## src/rtl/evid_pkg.sv

```systemverilog
// Shared definitions for the event ID matching sequencer.
// Assumes nothing beyond IEEE 1800-2017 synthesis subset.
package evid_pkg;
    typedef enum logic [0:0] {
        SEQ_IDLE   = 1'b0,
        SEQ_ACTIVE = 1'b1
    } seq_state_t;
endpackage

```

## src/rtl/evid_fifo.sv

```systemverilog
// Identifier queue: circular buffer with an occupancy counter.
// A push to a full queue is dropped unless a pop happens in the same cycle.
// Assumes pop is only raised while the queue is not empty.
module evid_fifo #(
    parameter int W     = 36,
    parameter int DEPTH = 8,
    localparam int AW   = (DEPTH > 1) ? $clog2(DEPTH) : 1,
    localparam int CW   = $clog2(DEPTH + 1)
) (
    input  logic          clk,
    input  logic          rst_n,
    input  logic          push,
    input  logic [W-1:0]  din,
    input  logic          pop,
    output logic [W-1:0]  dout,
    output logic          empty,
    output logic [CW-1:0] count
);
    logic [W-1:0]  mem [DEPTH];
    logic [AW-1:0] wp, rp;
    logic          full, push_ok;

    assign full    = (count == CW'(DEPTH));
    assign empty   = (count == '0);
    assign push_ok = push && (!full || pop);
    assign dout    = mem[rp];

    // Storage write; contents need no reset.
    always_ff @(posedge clk) begin
        if (push_ok) mem[wp] <= din;
    end

    // Pointer and occupancy update.
    always_ff @(posedge clk) begin
        if (!rst_n) begin
            wp    <= '0;
            rp    <= '0;
            count <= '0;
        end else begin
            if (push_ok) wp <= (wp == AW'(DEPTH - 1)) ? '0 : wp + 1'b1;
            if (pop)     rp <= (rp == AW'(DEPTH - 1)) ? '0 : rp + 1'b1;
            if (push_ok && !pop)      count <= count + 1'b1;
            else if (pop && !push_ok) count <= count - 1'b1;
        end
    end
endmodule

```

## src/rtl/evid_hit_track.sv

```systemverilog
// Per-channel match tracker. A channel's hit bit sets when it replies with
// the current tag and identifier while capture is enabled; clr wins over cap.
// Assumes the reply buses are packed channel 0 in the low bits.
module evid_hit_track #(
    parameter int NCH  = 4,
    parameter int IDW  = 36,
    parameter int TAGW = 4
) (
    input  logic                clk,
    input  logic                rst_n,
    input  logic                clr,
    input  logic                cap,
    input  logic [NCH-1:0]      rsp_valid,
    input  logic [NCH*TAGW-1:0] rsp_tag,
    input  logic [NCH*IDW-1:0]  rsp_id,
    input  logic [TAGW-1:0]     cur_tag,
    input  logic [IDW-1:0]      cur_id,
    output logic [NCH-1:0]      hit
);
    logic [NCH-1:0] good;

    for (genvar c = 0; c < NCH; c++) begin : g_cmp
        // Reply qualifies only with matching tag and identifier.
        assign good[c] = rsp_valid[c]
                      && (rsp_tag[c*TAGW +: TAGW] == cur_tag)
                      && (rsp_id[c*IDW +: IDW] == cur_id);
    end

    // Accumulate qualifying replies until the next clear.
    always_ff @(posedge clk) begin
        if (!rst_n)   hit <= '0;
        else if (clr) hit <= '0;
        else if (cap) hit <= hit | good;
    end
endmodule

```

## src/rtl/evid_match_seq.sv

```systemverilog
// Event ID matching sequencer top. Queues trigger identifiers, makes one
// current, issues tagged requests every GAP+1 cycles and retires the
// identifier once every enabled channel has replied with the latest tag
// and the current identifier. A halt bit (set at reset) stops requests;
// a force strobe while halted skips the current identifier.
// Assumes DEPTH <= 15 so the occupancy fits the 4-bit status field.
module evid_match_seq #(
    parameter int NCH     = 4,
    parameter int IDW     = 36,
    parameter int TAGW    = 4,
    parameter int RETRYW  = 16,
    parameter int GAPW    = 16,
    parameter int DEPTH   = 8,
    parameter int GAP_RST = 16'h07FF,
    localparam int CW     = $clog2(DEPTH + 1)
) (
    input  logic                clk,
    input  logic                rst_n,
    input  logic                trig_valid,
    input  logic [IDW-1:0]      trig_id,
    input  logic [NCH-1:0]      chan_en,
    input  logic [NCH-1:0]      rsp_valid,
    input  logic [NCH*TAGW-1:0] rsp_tag,
    input  logic [NCH*IDW-1:0]  rsp_id,
    input  logic [GAPW-1:0]     cfg_wdata,
    input  logic                cfg_halt_we,
    input  logic                cfg_gap_we,
    input  logic                force_stb,
    output logic                req_valid,
    output logic [TAGW-1:0]     cur_tag,
    output logic                halted,
    output logic [IDW-1:0]      cur_id,
    output logic [IDW-1:0]      newest_id,
    output logic [CW-1:0]       fifo_count,
    output logic [RETRYW-1:0]   retry_count
);
    import evid_pkg::*;

    localparam logic [RETRYW-1:0] RETRY_MAX = '1;

    seq_state_t     state;
    logic           halt_q;
    logic [GAPW-1:0] gap_q, gap_cnt;
    logic [IDW-1:0] head;
    logic           q_empty, pop, issue, cap, all_hit;
    logic [NCH-1:0] hit;
    logic           cur_valid;

    assign cur_valid = (state == SEQ_ACTIVE);
    assign halted    = halt_q;
    assign pop       = (state == SEQ_IDLE) && !q_empty;
    assign all_hit   = (&(hit | ~chan_en)) && (retry_count != '0);
    assign issue     = cur_valid && !halt_q && !all_hit && (gap_cnt == '0);
    assign cap       = cur_valid && !halt_q && (gap_cnt != '0);

    evid_fifo #(.W(IDW), .DEPTH(DEPTH)) u_fifo (
        .clk   (clk),
        .rst_n (rst_n),
        .push  (trig_valid),
        .din   (trig_id),
        .pop   (pop),
        .dout  (head),
        .empty (q_empty),
        .count (fifo_count)
    );

    evid_hit_track #(.NCH(NCH), .IDW(IDW), .TAGW(TAGW)) u_hits (
        .clk       (clk),
        .rst_n     (rst_n),
        .clr       (issue || pop),
        .cap       (cap),
        .rsp_valid (rsp_valid),
        .rsp_tag   (rsp_tag),
        .rsp_id    (rsp_id),
        .cur_tag   (cur_tag),
        .cur_id    (cur_id),
        .hit       (hit)
    );

    // Control registers: halt bit and re-request interval.
    always_ff @(posedge clk) begin
        if (!rst_n) begin
            halt_q <= 1'b1;
            gap_q  <= GAPW'(GAP_RST);
        end else begin
            if (cfg_halt_we) halt_q <= cfg_wdata[0];
            if (cfg_gap_we)  gap_q  <= cfg_wdata;
        end
    end

    // Newest identifier capture, independent of queue space.
    always_ff @(posedge clk) begin
        if (!rst_n)          newest_id <= '0;
        else if (trig_valid) newest_id <= trig_id;
    end

    // Sequencer: load, request, wait, retire or skip.
    always_ff @(posedge clk) begin
        if (!rst_n) begin
            state       <= SEQ_IDLE;
            cur_id      <= '0;
            cur_tag     <= '0;
            retry_count <= '0;
            gap_cnt     <= '0;
            req_valid   <= 1'b0;
        end else begin
            req_valid <= 1'b0;
            unique case (state)
                SEQ_IDLE: begin
                    if (pop) begin
                        cur_id      <= head;
                        retry_count <= '0;
                        gap_cnt     <= '0;
                        state       <= SEQ_ACTIVE;
                    end
                end
                SEQ_ACTIVE: begin
                    if (halt_q) begin
                        gap_cnt <= '0;
                        if (force_stb) state <= SEQ_IDLE;
                    end else if (all_hit) begin
                        state <= SEQ_IDLE;
                    end else if (issue) begin
                        req_valid <= 1'b1;
                        cur_tag   <= cur_tag + 1'b1;
                        gap_cnt   <= gap_q;
                        if (retry_count != RETRY_MAX)
                            retry_count <= retry_count + 1'b1;
                    end else begin
                        gap_cnt <= gap_cnt - 1'b1;
                    end
                end
                default: state <= SEQ_IDLE;
            endcase
        end
    end
endmodule

```

## config.mk

```make
export PLATFORM = sky130hd
export DESIGN_NAME = evid_match_seq
export DESIGN_NICKNAME = d
export VERILOG_FILES = /design/src/rtl/evid_pkg.sv /design/src/rtl/evid_fifo.sv /design/src/rtl/evid_hit_track.sv /design/src/rtl/evid_match_seq.sv
export SDC_FILE = /design/constraint.sdc
export NUM_CORES = 1
export LEC_CHECK = 0
export ABC_AREA = 0
export BUFFER_PORTS_ARGS = -buffer_cell sky130_fd_sc_hd__buf_2
export CAP_MARGIN = 0
export CORE_MARGIN = 5
export CORE_UTILIZATION = 55
export CTS_BUF_LIST = sky130_fd_sc_hd__clkbuf_16
export DETAILED_ROUTE_END_ITERATION = 10
export GPL_ROUTABILITY_DRIVEN = 0
export PLACE_DENSITY = 0.79
export SYNTH_ARGS = -nofsm -noshare
export SYNTH_HDL_FRONTEND = slang
export SYNTH_SLANG_ARGS = --single-unit
```

## constraint.sdc

```tcl
create_clock -name clk -period 11.1 [get_ports clk]
set_input_delay 2.22 -clock clk [delete_from_list [all_inputs] [get_ports clk]]
set_output_delay 2.22 -clock clk [all_outputs]
set_load 0.01 [all_outputs]
```

==> results of run 1 <==
## cells in the mapped netlist, types with 2 or more instances
cell type  count  area [µm²]
edfxtp_1     288        8650
dfxtp_1      141        2820
xor2_1       141        1230
mux2i_1       92         921
clkbuf_1      81         304
nand2_1       77         289
mux4_2        72        1620
nor2b_1       50         313
nor4_1        41         257
o211a_1       36         360
nor2_1        27         101
xnor2_1       26         228
nand3_1       23         115
nand4_1       20         125
inv_1         18        67.6
nor3_1        17        85.1
a21oi_1       16        80.1
buf_1         13        48.8
o21ai_0       12        60.1
ha_1          11         138
and2_1        10        62.6
and3_1        10        62.6
a21boi_0       8        60.1
nand2b_1       7        43.8
o21ai_1        6        30.0
o41ai_1        5        43.8
o211ai_1       4        30.0
o21a_1         4        30.0
o2bb2ai_1      4        35.0
or3_1          4        25.0
a21boi_1       3        22.5
a21o_1         3        22.5
buf_2          3        15.0
o2111ai_1      3        26.3
o22ai_1        3        18.8
or4_1          3        22.5
a2111oi_0      2        17.5
a22o_1         2        17.5
a31oi_1        2        12.5
a32o_1         2        20.0
and4_1         2        17.5
nor3b_1        2        15.0
o221ai_1       2        17.5
o31ai_1        2        15.0
## through the flow
step                      instance area, µm²  std cells  utilization  hold WS (ns)
after global routing                   22000       2083        0.657         0.496
after global placement                 20700       2003        0.616         0.449
after detailed placement               20700       2003        0.616         0.464
after CTS                              22000       2083        0.657         0.472
final                                  22000       2084        0.657         0.470
after floorplan                        18700       1313            -         0.432
## worst reg2reg max path, delay by kind of cell (launching register included)
kind	cells	cell delay, ns
flops	1	0.50
simple gates	3	0.57
buf+inv	3	1.26
fa+ha+maj	2	0.61
compound gates	3	0.50
xor+xnor	1	0.09
## sequential cells by signal, indices dropped and copies added (netlist names)
name and cells:
u_fifo.rp 3, retry_count 16, cur_id 36, u_fifo.count 4, u_fifo.wp 3, gap_cnt 16, halted 1, u_fifo.mem 288
u_hits.hit 4, gap_q 16, req_valid 1, newest_id 36, cur_valid 1, cur_tag 4
## placed cells by master, fill, tap and decap left out, types with 8 or more instances in the layout
cell       netlist  final
o21ai_0         12     12
xor2_1         141    141
nand4_1         20     20
buf_4            1     19
o211a_1         36     36
clkbuf_16        0     43
nor2_1          27     23
a21oi_1         16     16
ha_1            11     11
clkinv_1         1     11
buf_2            3    322
inv_1           18     29
a21boi_0         8      8
edfxtp_1       288    288
dfxtp_1        141    138
mux4_2          72     72
nand2_1         77     77
nor3_1          17     13
mux2i_1         92     92
nor4_1          41     40
xnor2_1         26     26
nor2b_1         50     50
nand3_1         23     23
and3_1          10     10
and2_1          10     10
## power groups by stage
stage                     combinational, mW  sequential, mW  clock [mW]
final                                  1.15            2.08        1.40
after global routing                   1.24            2.08        1.50
after CTS                              1.15            2.07        1.42
after detailed placement               1.13            2.10           0
after global placement                 1.10            2.10           0
after floorplan                       0.876            1.92           0
## cell type report
class / count / area (µm²) / area share
timing repair buffer: 341 / 1750 / 0.0796
sequential: 429 / 11500 / 0.521
clock buffer: 43 / 1080 / 0.0488
tap: 448 / 561 / 0.0254
antenna: 1 / 2.50 / 0.000114
multi-input combinational: 766 / 6800 / 0.308
clock inverter: 37 / 304 / 0.0138
inverter: 19 / 71.3 / 0.00324
## cells by family (layout without fill, tap and decap cells)
group                      count (synthesis)  count (layout)  share of synthesized area
AOI/OAI and AO/OA                        125             125                     0.0532
xor gates and xnor gates                 167             167                     0.0784
adders and majority gates                 12              12                    0.00845
buffers and inverters                    118             440                     0.0245
DFF                                      429             429                      0.615
muxes                                    164             164                      0.136
other                                      0               1                          0
and+or+nand+nor                          298             298                     0.0845
## layer usage
metal | vias up | global-route usage
met5 | - | 0
met2 | 705 | 0.457
li1 | 5498 | -
met1 | 6100 | 0.349
met4 | 4 | 0.117
met3 | 129 | 0.0568
## how the worst max path moves through the flow
stage,start,end,slack (ns),cells after the start
5_1_grt,trig_valid,u_fifo.count[3],6.55,12
6_report,trig_valid,u_fifo.count[3],6.75,12
3_5_place_dp,trig_valid,u_fifo.count[3],6.19,12
3_3_place_gp,trig_valid,u_fifo.count[3],6.22,12
4_1_cts,trig_valid,u_fifo.count[3],6.76,12
2_1_floorplan,trig_valid,u_fifo.mem[0][0],4.18,3
==> out/qor.csv, run 1 <==
metric;value;unit
Final nets;1838;
Critical R2R Capture;u_fifo.count[3];
DP Worst Slack;6.19;ns
vias in the first global route;12619;
Die ar.;37700;µm²
Netlist Area Pre-Place;18700;µm²
CP delay by family, top;compound AO/OA/AOI/OAI gates;
WS Path Type;primary input to register;
Critical Path AT;4.83;ns
Worst Setup Slack, final;6.75;ns
vias per cell;5.97;
antenna violations before repair;2;
CTS max path bufs;3;
max layer used;met5;
post-layout min period;4.35;ns
Worst Reg2Reg Path Length in Cells;12;
first drt pass iteration count;7;
Worst Tran Pin Value;1.12;ns
Layout area overhead;18.1;%
asr flop ratio synth;0;
number of synthesized flops with an enable pin;288;
Required @ worst endpoint;11.58;ns
max-slew headroom at the worst pin;0.250;
Fin. Hold Viols;0;
met3 wire len;4610;µm
clock skew;0.0150;ns
Syn. warnings;0;
Setup violations, final;0;
Reg clk slew, reported paths;0.06;ns
Comb pwr share;0.248;
Initial Util;0.556;
CP max stage delay;0.51;ns
CTS Hold Buffers Added;0;
largest net degree at the start of global routing;92;
Worst setup EP type;register;
Mean Syn Cell Area;14.2;µm²
hold depth;2;
clk root buf;clkbuf_16;
# rows;67;
fin crit share;0.392;
CP Buf/Inv Count;4;
Peak VDD IR;0.151;mV
Detail Route Antenna Nets;0;
Leakage;8.80;nW
Sink Count;429;
TritonCTS clock tree;built;
first-pass GRT wire length;79100;µm
Die Wd;194;µm
Die Ht;194;µm
sw power;1.50;mW
layout cells sized above 1;0.298;
Internal;3.12;mW
Distinct cells, synth;59;
H-tree lvl count;2;
RSZ-0062 raised after global routing;false;
aggregate global-route resource usage;0.273;
Clock Latency Late Sink;0.56;ns
cts repair resizes;0;
WL final;52400;µm
starting DRC count in detailed routing;1042;
Crit Reg-Reg Startpoint;u_fifo.count[0];
register share of total power;0.449;
metal2 WL;25600;µm
Port Buf Inserts;323;
met1 wire length;19600;µm
clock power share;0.303;
Post-CTS Repair Setup Buffers;0;
Max Freq;230;MHz
Max-Cap Viols;0;
via count;12436;
DR DRC count;0;
P per Cell Area;210;nW/µm²
reg-to-reg slack, setup;7.49;ns
gr ovfl total;0;
Total Power;4.62;mW
CP max stage cell;buf_4;
Sw Share;0.324;
Core Box Area;33500;µm²
Filler cells;2423;
IO Pins;324;
Routed WL per cell;25.2;µm
startpoint types;primary input;
crit-path max FO;37;
status;finished, final reports clean;
HPWL Detailed;35500;µm
Post-Route Setup TNS;0;ns
sequential share of the synthesized area;0.615;
Min-Delay Path Class;register to register;
Post-Syn Instances;1313;
Post-Syn Nets;1551;
crit path cell chain;buf_2 > buf_4 > o41ai_2 > inv_1 > ha_1 > inv_1 > ha_1 > a21o_1 > a21oi_1 > xnor2_1 > or3_1 > a21boi_0;
Hold EP;gap_cnt[5];
Final Max Slew Viols;0;
#FFs+latches synth;429;
main flop type after synthesis;edfxtp_1;
HP Start;gap_cnt[5];
total CTS buffers;43;
No activity file was read; power rests on OpenSTA's default activity.
==> inputs of run 2 (changes only) <==
--- a/config.mk
+++ b/config.mk
@@ -9,11 +9,11 @@
 export BUFFER_PORTS_ARGS = -buffer_cell sky130_fd_sc_hd__buf_2
 export CAP_MARGIN = 0
 export CORE_MARGIN = 5
-export CORE_UTILIZATION = 55
+export CORE_UTILIZATION = 51
 export CTS_BUF_LIST = sky130_fd_sc_hd__clkbuf_16
 export DETAILED_ROUTE_END_ITERATION = 10
 export GPL_ROUTABILITY_DRIVEN = 0
-export PLACE_DENSITY = 0.79
+export PLACE_DENSITY = 0.77
 export SYNTH_ARGS = -nofsm -noshare
 export SYNTH_HDL_FRONTEND = slang
 export SYNTH_SLANG_ARGS = --single-unit
==> constraint.sdc (replaced) <==
create_clock -name clk -period 3.6 [get_ports clk]
set_input_delay 0.72 -clock clk [delete_from_list [all_inputs] [get_ports clk]]
set_output_delay 0.72 -clock clk [all_outputs]
set_load 0.01 [all_outputs]
==> run 2 against run 1 <==
Net effect:
- die area rose by 7.4%
- first-iteration DRC count rose by 0.96%
- hold slack got worse by 0.068 ns
- sequential cell count did not move
- critical path depth fell by 6
- cell count rose by 1.5%
- clock skew rose by 0.0068 ns
- largest power group unchanged
- highest routed layer is now met4
==> out/qor.csv, run 2 (synthesized netlist as in run 1, its figures left out) <==
metric;value;unit;change
Worst Tran Pin Value;1.08;ns;was 1.12 ns
Crit Reg-Reg Startpoint;gap_cnt[6];;was u_fifo.count[0]
Min-Delay Path Class;primary input to register;;was register to register
Sink Count;429;;unchanged
Reg clk slew, reported paths;0.06;ns;about the same
Initial Util;0.513;;was 0.556
Clock Latency Late Sink;0.55;ns;was 0.56 ns
DR DRC count;0;;unchanged
Reg area;11500;µm²;about the same
Biggest register;u_fifo.mem;;unchanged
post-layout min period;2.93;ns;
Detail Route Antenna Nets;0;;unchanged
TritonCTS clock tree;built;;unchanged
Core Box Area;36300;µm²;was 33500 µm²
top flop regs;u_fifo.mem (288), cur_id (36), newest_id (36);;unchanged
CTS Hold Buffers Added;0;;unchanged
startpoint types;register;;was primary input
hold depth;3;;was 2
Worst setup EP type;register;;unchanged
Peak VDD IR;0.424;mV;was 0.151 mV
gr ovfl total;0;;unchanged
Port Buf Inserts;323;;unchanged
WS Path Type;register to register;;was primary input to register
crit-path max FO;11;;was 37
Filler cells;2663;;was 2423
first-pass GRT wire length;80300;µm;was 79100 µm
vias in the first global route;12559;;was 12619
Final Cell Area;22200;µm²;was 22000 µm²
status;finished, final reports clean;;unchanged
Required @ worst endpoint;4.05;ns;was 11.58 ns
clk root buf;clkbuf_16;;unchanged
# rows;70;;was 67
Max-Cap Viols;0;;unchanged
RSZ-0062 raised after global routing;false;;unchanged
HPWL Detailed;37500;µm;was 35500 µm
IO Pins;324;;unchanged
Post-CTS Repair Setup Buffers;0;;unchanged
Placement Cell Area;20800;µm²;was 20700 µm²
reg-to-reg slack, setup;0.67;ns;was 7.49 ns
most common cell after layout, fill and taps aside;buf_2;;unchanged
P per Cell Area;644;nW/µm²;was 210 nW/µm²
Die ar.;40500;µm²;was 37700 µm²
Critical Path AT;3.38;ns;was 4.83 ns
first drt pass iteration count;6;;was 7
Leakage;8.86;nW;was 8.80 nW
Max Freq;341;MHz;
total CTS buffers;43;;unchanged
Die Ht;201;µm;was 194 µm
Final Max Slew Viols;0;;unchanged
fin crit share;0.814;;
WL final;54100;µm;was 52400 µm
Routed WL per cell;25.6;µm;was 25.2 µm
Largest register FFs;288;;unchanged
Util after Layout;0.611;;was 0.657
Worst Setup Slack, final;0.671;ns;was 6.75 ns
HP Start;cfg_wdata[7];;was gap_cnt[5]
vias per cell;5.88;;was 5.97
Fin. Hold Viols;0;;unchanged
footprint of the multi-input gates;6810;µm²;was 6800 µm²
commonest non-fill, non-tap cells in the layout;322 x buf_2, 288 x edfxtp_1, 141 x xor2_1, 138 x dfxtp_1, 92 x mux2i_1;;unchanged
CTS max path bufs;3;;unchanged
Layout area overhead;19.0;%;was 18.1%
H-tree lvl count;2;;unchanged
aggregate global-route resource usage;0.261;;was 0.273
final hold slack;0.402;ns;was 0.470 ns
cts repair resizes;0;;unchanged
Final nets;1850;;was 1838
Setup violations, final;0;;unchanged
Die Wd;201;µm;was 194 µm
DP Worst Slack;0.721;ns;was 6.19 ns
Critical R2R Capture;retry_count[12];;was u_fifo.count[3]
clock skew;0.0218;ns;was 0.0150 ns
Worst Reg2Reg Path Length in Cells;6;;was 12
antenna violations before repair;2;;unchanged
via count;12448;;was 12436
max-slew headroom at the worst pin;0.271;;was 0.250
largest net degree at the start of global routing;75;;was 92
layout cells sized above 1;0.304;;was 0.298
Hold EP;gap_q[7];;was gap_cnt[5]
starting DRC count in detailed routing;1052;;was 1042
## run 2: cell count changes in the layout (fill, tap and decap cells not counted), sizes merged
cell / delta
inv: -3
buf: +12
clkinv: +3
clkbuf: +1
clkinvlp: -1
## run 2: worst max path at each step
stage | startpoint | end | slack [ns] | cells past startpoint
after floorplan | trig_valid | u_fifo.mem[2][0] | -0.85 | 3
after global placement | gap_cnt[6] | cur_tag[3] | 0.74 | 7
after detailed placement | gap_cnt[6] | cur_tag[3] | 0.72 | 7
after CTS | gap_cnt[6] | retry_count[12] | 0.71 | 6
after global routing | u_fifo.count[0] | u_fifo.count[3] | 0.47 | 11
final | gap_cnt[6] | retry_count[12] | 0.67 | 6
## run 2: routing by layer
metal / wire, µm / vias up / track usage
met5: 0 / - / 0
li1: - / 5524 / -
met3: 3940 / 120 / 0.0477
met4: 2430 / 0 / 0.107
met2: 26800 / 629 / 0.448
met1: 21000 / 6175 / 0.331
## run 2: where the power goes
part,switching [mW],internal [mW]
logic,1.96,1.66
registers,0.790,5.59
clock network,1.86,2.45
## run 2: critical path: stages, from the launching register on
cell,delay [ns]
dfxtp_1,0.38
or4_4,0.58
or4_1,0.58
a2111oi_4,0.54
nand3_1,0.25
or3_1,0.37
a21oi_1,0.15
## run 2: per-stage QoR
| stage | instances | total power, mW | TNS [ns] |
|---|---|---|---|
| 2_1_floorplan | 1313 | 8.63 | -103.29 |
| 3_3_place_gp | 2035 | 9.98 | 0 |
| 3_5_place_dp | 2035 | 10.1 | 0 |
| 4_1_cts | 2115 | 14.4 | 0 |
| 5_1_grt | 2115 | 15.0 | 0 |
| 6_report | 2116 | 14.3 | 0 |
## run 2: cell type report
type	count	area share
inverter	19	0.00321
timing repair buffer	353	0.0853
clock buffer	44	0.0496
antenna	1	0.000113
sequential	429	0.517
clock inverter	36	0.0119
multi-input combinational	766	0.307
tap	468	0.0264
==> inputs of run 3 (changes only) <==
==> constraint.sdc (replaced) <==
create_clock -name clk -period 2.5 [get_ports clk]
set_input_delay 0.5 -clock clk [delete_from_list [all_inputs] [get_ports clk]]
set_output_delay 0.5 -clock clk [all_outputs]
set_load 0.01 [all_outputs]
==> run 3 against run 2 <==
Net effect:
- sequential power is 41% higher
- global-route usage hardly changed
- total power is 45% higher
- sequential share of layout area is 1.0 points lower
- critical path type unchanged
- clock power is 36% higher
- largest cell class unchanged
- via count is 0.78% higher
- first-iteration DRC count is 3.6% lower
- utilization is 1.2 points higher
- design area is 2.0% higher
- clock-buffer cell count is 1 lower
==> out/qor.csv, run 3 (synthesized netlist as in run 1, its figures left out) <==
metric;value;unit;change
Core Box Area;36300;µm²;unchanged
IO Pins;324;;unchanged
Initial Util;0.513;;unchanged
# rows;70;;unchanged
aggregate global-route resource usage;0.261;;about the same
Peak VDD IR;0.466;mV;was 0.424 mV
Min-Delay Path Class;primary input to register;;unchanged
Die Ht;201;µm;unchanged
clk root buf;clkbuf_16;;unchanged
Hold EP;gap_q[3];;was gap_q[7]
Layout area overhead;21.4;%;was 19.0%
Sink Count;429;;unchanged
max-slew headroom at the worst pin;0.421;;was 0.271
commonest non-fill, non-tap cells in the layout;322 x buf_2, 288 x edfxtp_1, 141 x xor2_1, 135 x dfxtp_1, 92 x mux2i_1;;was 322 x buf_2, 288 x edfxtp_1, 141 x xor2_1, 138 x dfxtp_1, 92 x mux2i_1
Final Max Slew Viols;0;;unchanged
layout cells sized above 1;0.329;;was 0.304
TritonCTS clock tree;built;;unchanged
largest net degree at the start of global routing;75;;unchanged
final hold slack;0.182;ns;was 0.402 ns
Routed WL per cell;24.9;µm;was 25.6 µm
Worst Reg2Reg Path Length in Cells;7;;was 6
CTS max path bufs;3;;unchanged
Reg clk slew, reported paths;0.06;ns;about the same
P per Cell Area;914;nW/µm²;was 644 nW/µm²
startpoint types;register;;unchanged
HP Start;cfg_wdata[3];;was cfg_wdata[7]
Final nets;1900;;was 1850
Die ar.;40500;µm²;unchanged
hold depth;3;;unchanged
HPWL Detailed;38700;µm;was 37500 µm
via count;12545;;was 12448
Critical R2R Capture;retry_count[9];;was retry_count[12]
first drt pass iteration count;6;;unchanged
cts repair resizes;0;;unchanged
Worst Tran Pin Value;0.868;ns;was 1.08 ns
clock skew;0.0128;ns;was 0.0218 ns
H-tree lvl count;2;;unchanged
total CTS buffers;43;;unchanged
DR DRC count;0;;unchanged
Post-Route Setup TNS;0;ns;unchanged
Max Freq;418;MHz;was 341 MHz
Biggest register;u_fifo.mem;;unchanged
Setup violations, final;0;;unchanged
Crit Reg-Reg Startpoint;gap_cnt[6];;unchanged
starting DRC count in detailed routing;1014;;was 1052
first-pass GRT wire length;80500;µm;was 80300 µm
Worst setup EP type;register;;unchanged
antenna violations before repair;2;;unchanged
Post-CTS Repair Setup Buffers;0;;unchanged
CTS Hold Buffers Added;0;;unchanged
gr ovfl total;0;;unchanged
Die Wd;201;µm;unchanged
Fin. Hold Viols;0;;unchanged
vias per cell;5.79;;was 5.88
Finished Layout Cells;2165;;was 2116
WS Path Type;register to register;;unchanged
Leakage;9.14;nW;was 8.86 nW
crit-path max FO;9;;was 11
WL final;53900;µm;was 54100 µm
most common cell after layout, fill and taps aside;buf_2;;unchanged
Clock Latency Late Sink;0.55;ns;about the same
Max-Cap Viols;0;;unchanged
reg-to-reg slack, setup;0.11;ns;was 0.67 ns
Port Buf Inserts;323;;unchanged
post-layout min period;2.39;ns;was 2.93 ns
Critical Path AT;2.87;ns;was 3.38 ns
fin crit share;0.958;;was 0.814
Filler cells;2680;;was 2663
Detail Route Antenna Nets;0;;unchanged
Placed Instances;2085;;was 2035
status;finished, final reports clean;;unchanged
vias in the first global route;12852;;was 12559
Largest register FFs;288;;unchanged
Required @ worst endpoint;2.97;ns;was 4.05 ns
RSZ-0062 raised after global routing;false;;unchanged
top flop regs;u_fifo.mem (288), cur_id (36), newest_id (36);;unchanged
[run 3: changes by cell type in the layout (fill, tap and decap cells not counted), sizes merged]
cell      change
bufinv        -2
clkinv        -7
clkbuf        -1
diode         +1
clkinvlp      -2
inv          +10
buf          +50
[run 3: report_power, final]
group | switching [mW] | internal [mW] | leakage, nW | total, mW
registers | 0.963 | 8.06 | 3.78 | 9.02
clock network | 2.61 | 3.25 | 0.697 | 5.86
logic | 3.09 | 2.74 | 4.67 | 5.83
[run 3: area by class of cell]
cell class | count | area, µm² | area share
flip-flops and latches | 429 | 11500 | 0.507
multi-input cells | 766 | 6880 | 0.304
repair buffers | 403 | 2340 | 0.103
clock buffers | 43 | 1080 | 0.0475
well taps | 468 | 586 | 0.0258
clock inverters | 35 | 221 | 0.00977
inverters | 19 | 71.3 | 0.00315
diodes | 2 | 5.00 | 0.000221
[run 3: through the flow]
| step | area [µm²] | util | power, mW | worst slack [ns] |
|---|---|---|---|---|
| after floorplan | 18800 | - | 12.5 | -0.219 |
| after global placement | 21300 | 0.587 | 14.8 | 0.0661 |
| after detailed placement | 21300 | 0.587 | 15.0 | 0.0395 |
| after CTS | 22600 | 0.623 | 20.9 | 0.0123 |
| after global routing | 22700 | 0.623 | 21.8 | 0.0147 |
| final | 22700 | 0.623 | 20.7 | 0.105 |
[run 3: worst max-delay path, cell delays in order (launching register included)]
cell,delay [ns]
dfxtp_1,0.31
or4_4,0.55
or4_4,0.47
a2111oi_4,0.22
buf_6,0.19
nand2_1,0.07
or3_1,0.36
a21oi_1,0.15
[run 3: routing by layer]
| layer | track usage | vias up | share of wire |
|---|---|---|---|
| li1 | - | 5627 | - |
| met1 | 0.330 | 6166 | 0.39 |
| met2 | 0.436 | 624 | 0.48 |
| met3 | 0.0574 | 128 | 0.079 |
| met4 | 0.118 | 0 | 0.053 |
| met5 | 0 | - | 0 |
[run 3: how the worst max path moves through the flow]
stage                          startpoint  depth (start not counted)               to
after floorplan           u_fifo.count[3]                         11  u_fifo.count[3]
after global placement         gap_cnt[6]                          7  retry_count[12]
after global routing      u_fifo.count[1]                         12  u_fifo.count[3]
after CTS                      gap_cnt[6]                          7  retry_count[12]
final                          gap_cnt[6]                          7   retry_count[9]
after detailed placement       gap_cnt[6]                          7  retry_count[12]
